File: src/rtl/uw_eeprom_pkg.sv
package uw_eeprom_pkg;

    typedef enum logic [1:0] {
        OP_WREN  = 2'b00,
        OP_WRITE = 2'b01,
        OP_READ  = 2'b10,
        OP_RSVD  = 2'b11
    } uw_op_e;

    typedef enum logic [3:0] {
        ST_IDLE,
        ST_LEAD,
        ST_CMD_LO,
        ST_CMD_HI,
        ST_GAP,
        ST_RD_HI,
        ST_RD_LO,
        ST_WR_LO,
        ST_WR_HI,
        ST_DROP_LO,
        ST_DROP_HI,
        ST_POLL,
        ST_FIN_CS,
        ST_FIN_OFF
    } uw_state_e;

endpackage

File: src/rtl/uw_phase_pacer.sv
module uw_phase_pacer #(
    parameter int HALF_CYCLES = 3
) (
    input  logic clk,
    input  logic rst_n,
    input  logic run,
    output logic tick
);
    localparam int CW = (HALF_CYCLES > 1) ? $clog2(HALF_CYCLES) : 1;

    logic [CW-1:0] cnt_q;

    assign tick = run && (cnt_q == CW'(HALF_CYCLES - 1));

    always_ff @(posedge clk) begin
        if (!rst_n || !run || tick) begin
            cnt_q <= '0;
        end else begin
            cnt_q <= cnt_q + 1'b1;
        end
    end

    AST_PACER_RANGE: assert property (@(posedge clk) disable iff (!rst_n)
        32'(cnt_q) < HALF_CYCLES);

endmodule

File: src/rtl/uw_poll_timer.sv
module uw_poll_timer #(
    parameter int POLL_LIMIT = 64
) (
    input  logic clk,
    input  logic rst_n,
    input  logic active,
    input  logic step,
    output logic last
);
    localparam int CW = $clog2(POLL_LIMIT + 1);

    logic [CW-1:0] cnt_q;

    assign last = (cnt_q == CW'(POLL_LIMIT - 1));

    always_ff @(posedge clk) begin
        if (!rst_n || !active) begin
            cnt_q <= '0;
        end else if (step) begin
            cnt_q <= cnt_q + 1'b1;
        end
    end

    AST_POLL_BOUND: assert property (@(posedge clk) disable iff (!rst_n)
        32'(cnt_q) < POLL_LIMIT);

endmodule

File: src/rtl/uw_eeprom_master.sv
module uw_eeprom_master
    import uw_eeprom_pkg::*;
#(
    parameter int HALF_CYCLES = 3,
    parameter int POLL_LIMIT  = 64,
    parameter int ADDR_W      = 6,
    parameter int DATA_W      = 16
) (
    input  logic              clk,
    input  logic              rst_n,
    input  logic              req_i,
    input  logic [1:0]        op_i,
    input  logic [ADDR_W-1:0] addr_i,
    input  logic [DATA_W-1:0] wdata_i,
    output logic              busy_o,
    output logic              done_o,
    output logic [DATA_W-1:0] rdata_o,
    output logic              timeout_o,
    output logic              cs_o,
    output logic              sk_o,
    output logic              di_o,
    input  logic              do_i
);
    localparam int CMD_W = ADDR_W + 5;
    localparam int MAXB  = (CMD_W > DATA_W) ? CMD_W : DATA_W;
    localparam int BC_W  = $clog2(MAXB + 1);

    uw_state_e         state_q, state_d;
    uw_op_e            op_q;
    logic [CMD_W-1:0]  cmd_q;
    logic [DATA_W-1:0] wsr_q, rdata_q;
    logic [BC_W-1:0]   bcnt_q;
    logic              err_q, done_q;
    logic              phase_tick, poll_last, run, accept, last_bit;

    assign run      = (state_q != ST_IDLE);
    assign accept   = (state_q == ST_IDLE) && req_i && (uw_op_e'(op_i) != OP_RSVD);
    assign last_bit = (bcnt_q == BC_W'(1));

    uw_phase_pacer #(.HALF_CYCLES(HALF_CYCLES)) u_pacer (
        .clk   (clk),
        .rst_n (rst_n),
        .run   (run),
        .tick  (phase_tick)
    );

    uw_poll_timer #(.POLL_LIMIT(POLL_LIMIT)) u_poll (
        .clk    (clk),
        .rst_n  (rst_n),
        .active (state_q == ST_POLL),
        .step   ((state_q == ST_POLL) && phase_tick && !do_i && !poll_last),
        .last   (poll_last)
    );

    // Next-state logic
    always_comb begin
        state_d = state_q;
        unique case (state_q)
            ST_IDLE:    if (accept) state_d = (uw_op_e'(op_i) == OP_READ) ? ST_LEAD : ST_CMD_LO;
            ST_LEAD:    if (phase_tick) state_d = ST_CMD_LO;
            ST_CMD_LO:  if (phase_tick) state_d = ST_CMD_HI;
            ST_CMD_HI:  if (phase_tick) begin
                            if (!last_bit)               state_d = ST_CMD_LO;
                            else if (op_q == OP_READ)    state_d = ST_GAP;
                            else if (op_q == OP_WRITE)   state_d = ST_WR_LO;
                            else                         state_d = ST_DROP_LO;
                        end
            ST_GAP:     if (phase_tick) state_d = ST_RD_HI;
            ST_RD_HI:   if (phase_tick) state_d = ST_RD_LO;
            ST_RD_LO:   if (phase_tick) state_d = last_bit ? ST_FIN_CS : ST_RD_HI;
            ST_WR_LO:   if (phase_tick) state_d = ST_WR_HI;
            ST_WR_HI:   if (phase_tick) state_d = last_bit ? ST_DROP_LO : ST_WR_LO;
            ST_DROP_LO: if (phase_tick) state_d = ST_DROP_HI;
            ST_DROP_HI: if (phase_tick) state_d = (op_q == OP_WRITE) ? ST_POLL : ST_FIN_CS;
            ST_POLL:    if (phase_tick && (do_i || poll_last)) state_d = ST_FIN_CS;
            ST_FIN_CS:  if (phase_tick) state_d = ST_FIN_OFF;
            ST_FIN_OFF: if (phase_tick) state_d = ST_IDLE;
            default:    state_d = ST_IDLE;
        endcase
    end

    // State register and datapath
    always_ff @(posedge clk) begin
        if (!rst_n) begin
            state_q <= ST_IDLE;
            op_q    <= OP_WREN;
            cmd_q   <= '0;
            wsr_q   <= '0;
            rdata_q <= '0;
            bcnt_q  <= '0;
            err_q   <= 1'b0;
            done_q  <= 1'b0;
        end else begin
            state_q <= state_d;
            done_q  <= (state_q == ST_FIN_OFF) && phase_tick;
            if (accept) begin
                op_q  <= uw_op_e'(op_i);
                wsr_q <= wdata_i;
                err_q <= 1'b0;
                unique case (uw_op_e'(op_i))
                    OP_READ: begin
                        cmd_q  <= {2'b00, 1'b1, 2'b10, addr_i};
                        bcnt_q <= BC_W'(CMD_W);
                    end
                    OP_WRITE: begin
                        cmd_q  <= {1'b0, 1'b1, 2'b01, addr_i, 1'b0};
                        bcnt_q <= BC_W'(CMD_W - 1);
                    end
                    default: begin
                        cmd_q  <= {1'b0, 1'b1, 2'b00, 2'b11, addr_i[ADDR_W-3:0], 1'b0};
                        bcnt_q <= BC_W'(CMD_W - 1);
                    end
                endcase
            end else if (phase_tick) begin
                unique case (state_q)
                    ST_CMD_HI: begin
                        cmd_q  <= cmd_q << 1;
                        bcnt_q <= last_bit ? BC_W'(DATA_W) : bcnt_q - 1'b1;
                    end
                    ST_RD_HI:  rdata_q <= {do_i, rdata_q[DATA_W-1:1]};
                    ST_RD_LO:  if (!last_bit) bcnt_q <= bcnt_q - 1'b1;
                    ST_WR_HI: begin
                        wsr_q <= wsr_q >> 1;
                        if (!last_bit) bcnt_q <= bcnt_q - 1'b1;
                    end
                    ST_POLL:   if (!do_i && poll_last) err_q <= 1'b1;
                    default:   ;
                endcase
            end
        end
    end

    // Output decode
    always_comb begin
        cs_o = 1'b0;
        sk_o = 1'b0;
        di_o = 1'b0;
        unique case (state_q)
            ST_LEAD, ST_GAP, ST_RD_LO, ST_POLL, ST_FIN_CS: cs_o = 1'b1;
            ST_CMD_LO: begin cs_o = 1'b1; di_o = cmd_q[CMD_W-1]; end
            ST_CMD_HI: begin cs_o = 1'b1; sk_o = 1'b1; di_o = cmd_q[CMD_W-1]; end
            ST_RD_HI:  begin cs_o = 1'b1; sk_o = 1'b1; end
            ST_WR_LO:  begin cs_o = 1'b1; di_o = wsr_q[0]; end
            ST_WR_HI:  begin cs_o = 1'b1; sk_o = 1'b1; di_o = wsr_q[0]; end
            ST_DROP_HI: sk_o = 1'b1;
            default:   ;
        endcase
    end

    assign busy_o    = run;
    assign done_o    = done_q;
    assign rdata_o   = rdata_q;
    assign timeout_o = err_q;

    AST_IDLE_LINES_LOW: assert property (@(posedge clk) disable iff (!rst_n)
        !busy_o |-> (!cs_o && !sk_o && !di_o));
    AST_SK_ON_TICK: assert property (@(posedge clk) disable iff (!rst_n)
        (busy_o && $past(busy_o) && !$stable(sk_o)) |-> $past(phase_tick));
    AST_DI_HOLD_HIGH: assert property (@(posedge clk) disable iff (!rst_n)
        (sk_o && $past(sk_o)) |-> $stable(di_o));
    AST_DONE_AFTER_BUSY: assert property (@(posedge clk) disable iff (!rst_n)
        done_o |-> (!busy_o && $past(busy_o)));
    AST_OP_HELD: assert property (@(posedge clk) disable iff (!rst_n)
        (busy_o && $past(busy_o)) |-> $stable(op_q));
    AST_TIMEOUT_WRITE: assert property (@(posedge clk) disable iff (!rst_n)
        $rose(timeout_o) |-> (op_q == OP_WRITE));

endmodule

File: config.mk
export PLATFORM = sky130hd
export DESIGN_NAME = uw_eeprom_master
export DESIGN_NICKNAME = d
export VERILOG_FILES = /design/src/rtl/uw_eeprom_pkg.sv /design/src/rtl/uw_phase_pacer.sv /design/src/rtl/uw_poll_timer.sv /design/src/rtl/uw_eeprom_master.sv
export SDC_FILE = /design/constraint.sdc
export NUM_CORES = 1
export LEC_CHECK = 0
export BUFFER_PORTS_ARGS = -buffer_cell sky130_fd_sc_hd__buf_2
export CORE_ASPECT_RATIO = 0.5
export CORE_UTILIZATION = 60
export DETAILED_ROUTE_END_ITERATION = 8
export PLACE_DENSITY = 0.84
export SLEW_MARGIN = 15
export SYNTH_ARGS = -nofsm -noshare
export SYNTH_HDL_FRONTEND = slang
export SYNTH_SLANG_ARGS = --single-unit
export TNS_END_PERCENT = 30
File: constraint.sdc
create_clock -name clk -period 3.25 [get_ports clk]
set_clock_uncertainty 0.2 [all_clocks]
set_input_delay 0.325 -clock clk [delete_from_list [all_inputs] [get_ports clk]]
set_output_delay 0.325 -clock clk [all_outputs]
set_load 0.1 [all_outputs]
======== Word-level counts from Yosys, hierarchy flattened ========
Index checks and enable logic that the tools add are counted.
word-level totals
  word-level logic and storage cells ...... 125
  bits in registers ....................... 65
  output and inout bits ................... 22
operators by class
  muxes and demuxes ....................... 38
  eq/ne operators ......................... 36
  $add $sub $neg .......................... 3
  reduce and logical (&&, ||, !) cells .... 36
  bitwise operators ....................... 2
operators with widths
  operator             number
  $mux 4               19
  $pmux 4 s14          1
  $mux 16              3
  $mux 11              3
  $ne 2x2->1 const B   15
  $eq 4x4->1 const B   6
  $mux 5               4
  $pmux 10 s2          1
  $eq 4x3->1 const B   4
  $reduce_and 14->1    1
  $pmux 5 s2           1
  $reduce_or 10->1     1
  $logic_and 1x1->1    9
  $reduce_and 3->1     3
  $eq 4x2->1 const B   2
  $reduce_or 2->1      4
  $add 7x1->7 const B  1
  $eq 7x6->1 const B   1
  $eq 2x2->1 const B   3
  $reduce_bool 2->1    3
  $eq 5x1->1 const B   1
  $logic_not 1->1      5
  $sub 5x1->5 const B  1
  $eq 2x1->1 const B   2
  14 further kinds     21

======== Logic depth before layout (Yosys ltp) ========
  word-level depth ........................ 6
  gate-level depth with buffers ........... 9
  mapped depth without buffers ............ 7

======== Cells and area by module ========
Synthesis repeated with hierarchy kept, for this count alone.
second synthesis, totals
  cell total of the unflattened synthesis .. 381
  area, all modules ....................... 3266.9 µm²
modules (own cells, without submodules)
  module            times used  area an instance (µm²)  cells an instance  seq. area each (µm²)
  uw_eeprom_master  1           2875.3                  341                1121.1
  uw_poll_timer     1           304.0                   33                 140.1
  uw_phase_pacer    1           87.6                    7                  40.0

======== Worst setup path before layout ========
OpenSTA, ideal clock, no wires.
  path type ............................... reg-to-output
  start point ............................. register state_q[3]
  end point ............................... output port sk_o
  cell stages (with the launch flop) ...... 5
  slack ................................... -0.619 ns
  required time ........................... 2.725 ns
  data arrival time ....................... 3.344 ns
  cells stage by stage .................... dfxtp_1 buf_2 clkbuf_1 inv_1 o31ai_1
between the ends
  word-level cells in the longest chain between the ends .. 3
  elaborated cells between the ends (all ways) .. 6
  classes of those cells .................. eq/ne: 4; mux: 1; reduce/logical: 1
ends and longest elaborated chain
  what                                RTL line                 source
  from (decl)                         uw_eeprom_master.sv:28   uw_state_e state_q, state_d;
  from (signal assigned)              uw_eeprom_master.sv:94   state_q <= state_d;
  $eq 4x4->1 (tied with other cells)  uw_eeprom_master.sv:138  unique case (state_q)
  $reduce_or 4->1 (no source line) *  --
  $mux 1 *                            uw_eeprom_master.sv:138
  to (decl)                           uw_eeprom_master.sv:20   output logic sk_o,
Mark *: on every way between the ends. The rest lies on a longest branch, timed or not.

======== Final worst setup path ========
  start point ............................. register state_q[3]
  end point ............................... output port di_o
between the ends
  word-level cells in the longest chain between the ends .. 3
  elaborated cells between the ends (all ways) .. 7
  classes of those cells .................. eq/ne: 4; mux: 1; reduce/logical: 2
ends and longest elaborated chain
  what                                RTL line                 source
  $eq 4x4->1 (tied with other cells)  uw_eeprom_master.sv:138
  $reduce_or 2->1 (no source line)    --
  $pmux 1 s2 *                        uw_eeprom_master.sv:138
  to (decl)                           uw_eeprom_master.sv:21   output logic di_o,
Marked as above.

==> results_dict.tcl <==
set metrics [dict create \
    first_pass_iters 5 \
    synthAdderAreaFrac 0.0382 \
    die_h_um 54.2 \
    setup_viol 0 \
    p_per_area_mw_per_mm2 499 \
    rsz0062_at_grt "false" \
    yosys.cell_types.count 59 \
    crit_fanout 25 \
    io_pins 50 \
    worst_pin_slew_ps 863 \
    fmax_ghz 0.350 \
    initial_core_util 0.644 \
    worst_setup_path_end_kind "output port" \
    drv_slew 0 \
    layout_commonest_cell "dfxtp_1" \
    hold_depth 3 \
    m1WireLength_um 3200 \
    cts_inserted_buffers 9 \
    synth-simple-area-share 0.199 \
    htreeDepth 3 \
    yosysTopAreaCellShare 0.397 \
    drt-total-wl_um 7190 \
    floorplan.die_area_mm2 0.00578 \
    slew_headroom 0.424 \
    gr-total-overflow 0 \
    layout_common_cells "dfxtp_1 (65), buf_2 (49), nand2_1 (45)" \
    syn_area_mm2 0.00328 \
    drtIter0Drc 219 \
    async_flop_share 0 \
    hold_violations 0 \
    vias_per_cell 5.92 \
    portBuffers 49 \
    grt_util_all_layers 0.266 \
    tns_ps 0 \
    synthCells 378 \
    start_kind "register" \
    synth_largest_area_cell "dfxtp_1" \
    syn-num-nets 416 \
    via_count 2902 \
    synth.area.mux_share 0.0863 \
    layout-drive-gt1-share 0.195 \
    leakagePower_nw 1.55 \
    avgSynthCellArea_um2 8.67 \
    vdd_drop_max_uv 317 \
    final.period_utilization 0.878 \
    globalplace.congestion 0.887 \
    maxCapViolCount 0 \
    antenna_found_initial 0 \
    fillerInstances 391 \
    drt-wirelength-per-cell_um 14.7 \
    crit_required_ps 2720 \
    routed-wl-met2_um 3420 \
    synth_edf_count 0 \
    reg2reg_depth 6 \
    path_class "register to output port" \
    fp-row-count 18 \
    dominantRegCellSynth "dfxtp_1" \
    synth_top_family_by_area "compound AO/OA/AOI/OAI gates" \
    cts_sinks 65 \
    clock_latency_ps 350 \
    postCtsSetupBuffers 0 \
    min_period_ps 2850 \
    route.detailed.drc 0 \
    top_layer "met4" \
    clockBufferDepth 2 \
    nNetsFinal 453 \
    postCtsHoldBufs 0 \
    grt_pass1_wl_um 11700 \
    synth_compound_area_frac 0.210 \
    coreArea_mm2 0.00509 \
    grt_max_degree 50 \
    synthXorXnorAreaFrac 0.0160 \
    grt_pass1_vias 2530 \
    antenna_cells 0 \
    status "finished, final reports clean" \
    cts_resized 0 \
    syn_to_final_growth_pct 13.8 \
    synth-seq-area-share 0.397 \
    ys_ff_latch 65 \
    cts_tree "yes" \
    cp.arrival_ps 2330 \
    holdCritPathClass "input pin to register" \
    final_util 0.732 \
    route.met3.wl_um 448 \
    cts_root_buffer "clkbuf_8" \
    synth_area_leaders "dfxtp_1 (40%), mux2i_1 (7.9%), a211oi_1 (6.2%), nand2_1 (5.2%), nor2_1 (4.7%)" \
    detail-route-antenna-nets 0 \
    ys.warnings.count 0 \
    clk_pin_slew_ps 70 \
    dp_hpwl_um 4930 \
    fp.dieW_um 106 \
]
## path summary, 6_finish.rpt
check | slack, ps | start | end
hold / removal | 50 | do_i | rdata_o[15]$_SDFFE_PN0P_
hold reg to reg | 220 | u_pacer.cnt_q[0]$_SDFF_PP0_ | u_pacer.cnt_q[0]$_SDFF_PP0_
setup reg to reg | 820 | state_q[0]$_SDFFE_PN0P_ | state_q[3]$_SDFFE_PN0P_
setup / recovery | 400 | state_q[3]$_SDFFE_PN0P_ | di_o
## per-stage QoR
stage | setup slack, ps | instance area, um2 | cells | hold slack, ps | power, mW
2_1_floorplan | 231 | 3280 | 378 | 191 | 1.11
3_3_place_gp | 879 | 3520 | 474 | 200 | 1.17
3_5_place_dp | 779 | 3520 | 474 | 216 | 1.18
4_1_cts | 403 | 3730 | 490 | 39.8 | 1.87
5_1_grt | 249 | 3730 | 490 | 47.5 | 1.95
6_report | 396 | 3730 | 490 | 46.8 | 1.86
## registers in the layout, summed over array words and instances, names as in the netlist
| register | cells |
|---|---|
| cmd_q | 11 |
| op_q | 2 |
| wsr_q | 16 |
| rdata_o | 16 |
| u_pacer.cnt_q | 2 |
| state_q | 4 |
| u_poll.cnt_q | 7 |
| timeout_o | 1 |
| bcnt_q | 5 |
| done_o | 1 |
## cell type report
cell class              instances  area (um2)  share of cell area
clock buffers                  10         138              0.0369
clock inverters                 6        67.6              0.0181
inverters                      12        45.0              0.0121
multi-input cells             273        1810               0.484
flip-flops and latches         65        1300               0.349
well taps                      70        87.6              0.0235
repair buffers                 54         283              0.0759
## power breakdown
group          total, mW  leakage, nW  internal [mW]  switching, mW
combinational      0.293        0.922          0.104          0.189
sequential         0.874        0.530          0.842         0.0320
clock              0.693       0.0985          0.376          0.318
## cells in the mapped netlist, types with 2 or more instances
| master | number |
|---|---|
| clkbuf_1 | 14 |
| inv_1 | 12 |
| nor2_1 | 41 |
| a31oi_1 | 2 |
| xor2_1 | 2 |
| a221oi_1 | 5 |
| dfxtp_1 | 65 |
| o21ai_1 | 4 |
| and3_1 | 2 |
| o31ai_1 | 2 |
| a211oi_1 | 27 |
| a21oi_1 | 29 |
| or2_1 | 2 |
| xnor2_1 | 4 |
| nor3_1 | 9 |
| a21o_1 | 3 |
| a32o_1 | 5 |
| nand2b_1 | 3 |
| ha_1 | 10 |
| nor2b_1 | 5 |
| mux2i_1 | 26 |
| or3_1 | 2 |
| buf_2 | 10 |
| nor4_2 | 2 |
| nand2_1 | 45 |
| a22oi_1 | 2 |
| buf_4 | 3 |
| nand3_1 | 11 |
## critical path, cell delays in order, from the launching register on
cell and delay, ps:
dfxtp_1 890, nor4b_1 410, a31o_1 150, a32o_1 110
buf_2 420
## cells by family (layout without fill, tap and decap cells)
| group | after synthesis | in the layout |
|---|---|---|
| AOI/OAI and AO/OA | 95 | 95 |
| xor gates and xnor gates | 6 | 6 |
| adders and majority gates | 10 | 10 |
| buffers and inverters | 40 | 82 |
| DFF | 65 | 65 |
| muxes | 28 | 28 |
| and+or+nand+nor | 134 | 134 |
## routing by layer
metal,global-route usage,vias up
met4,0.112,0
met1,0.313,1358
met5,0,-
li1,-,1434
met3,0.0845,12
met2,0.468,98
(Power assumes the default switching activity.)
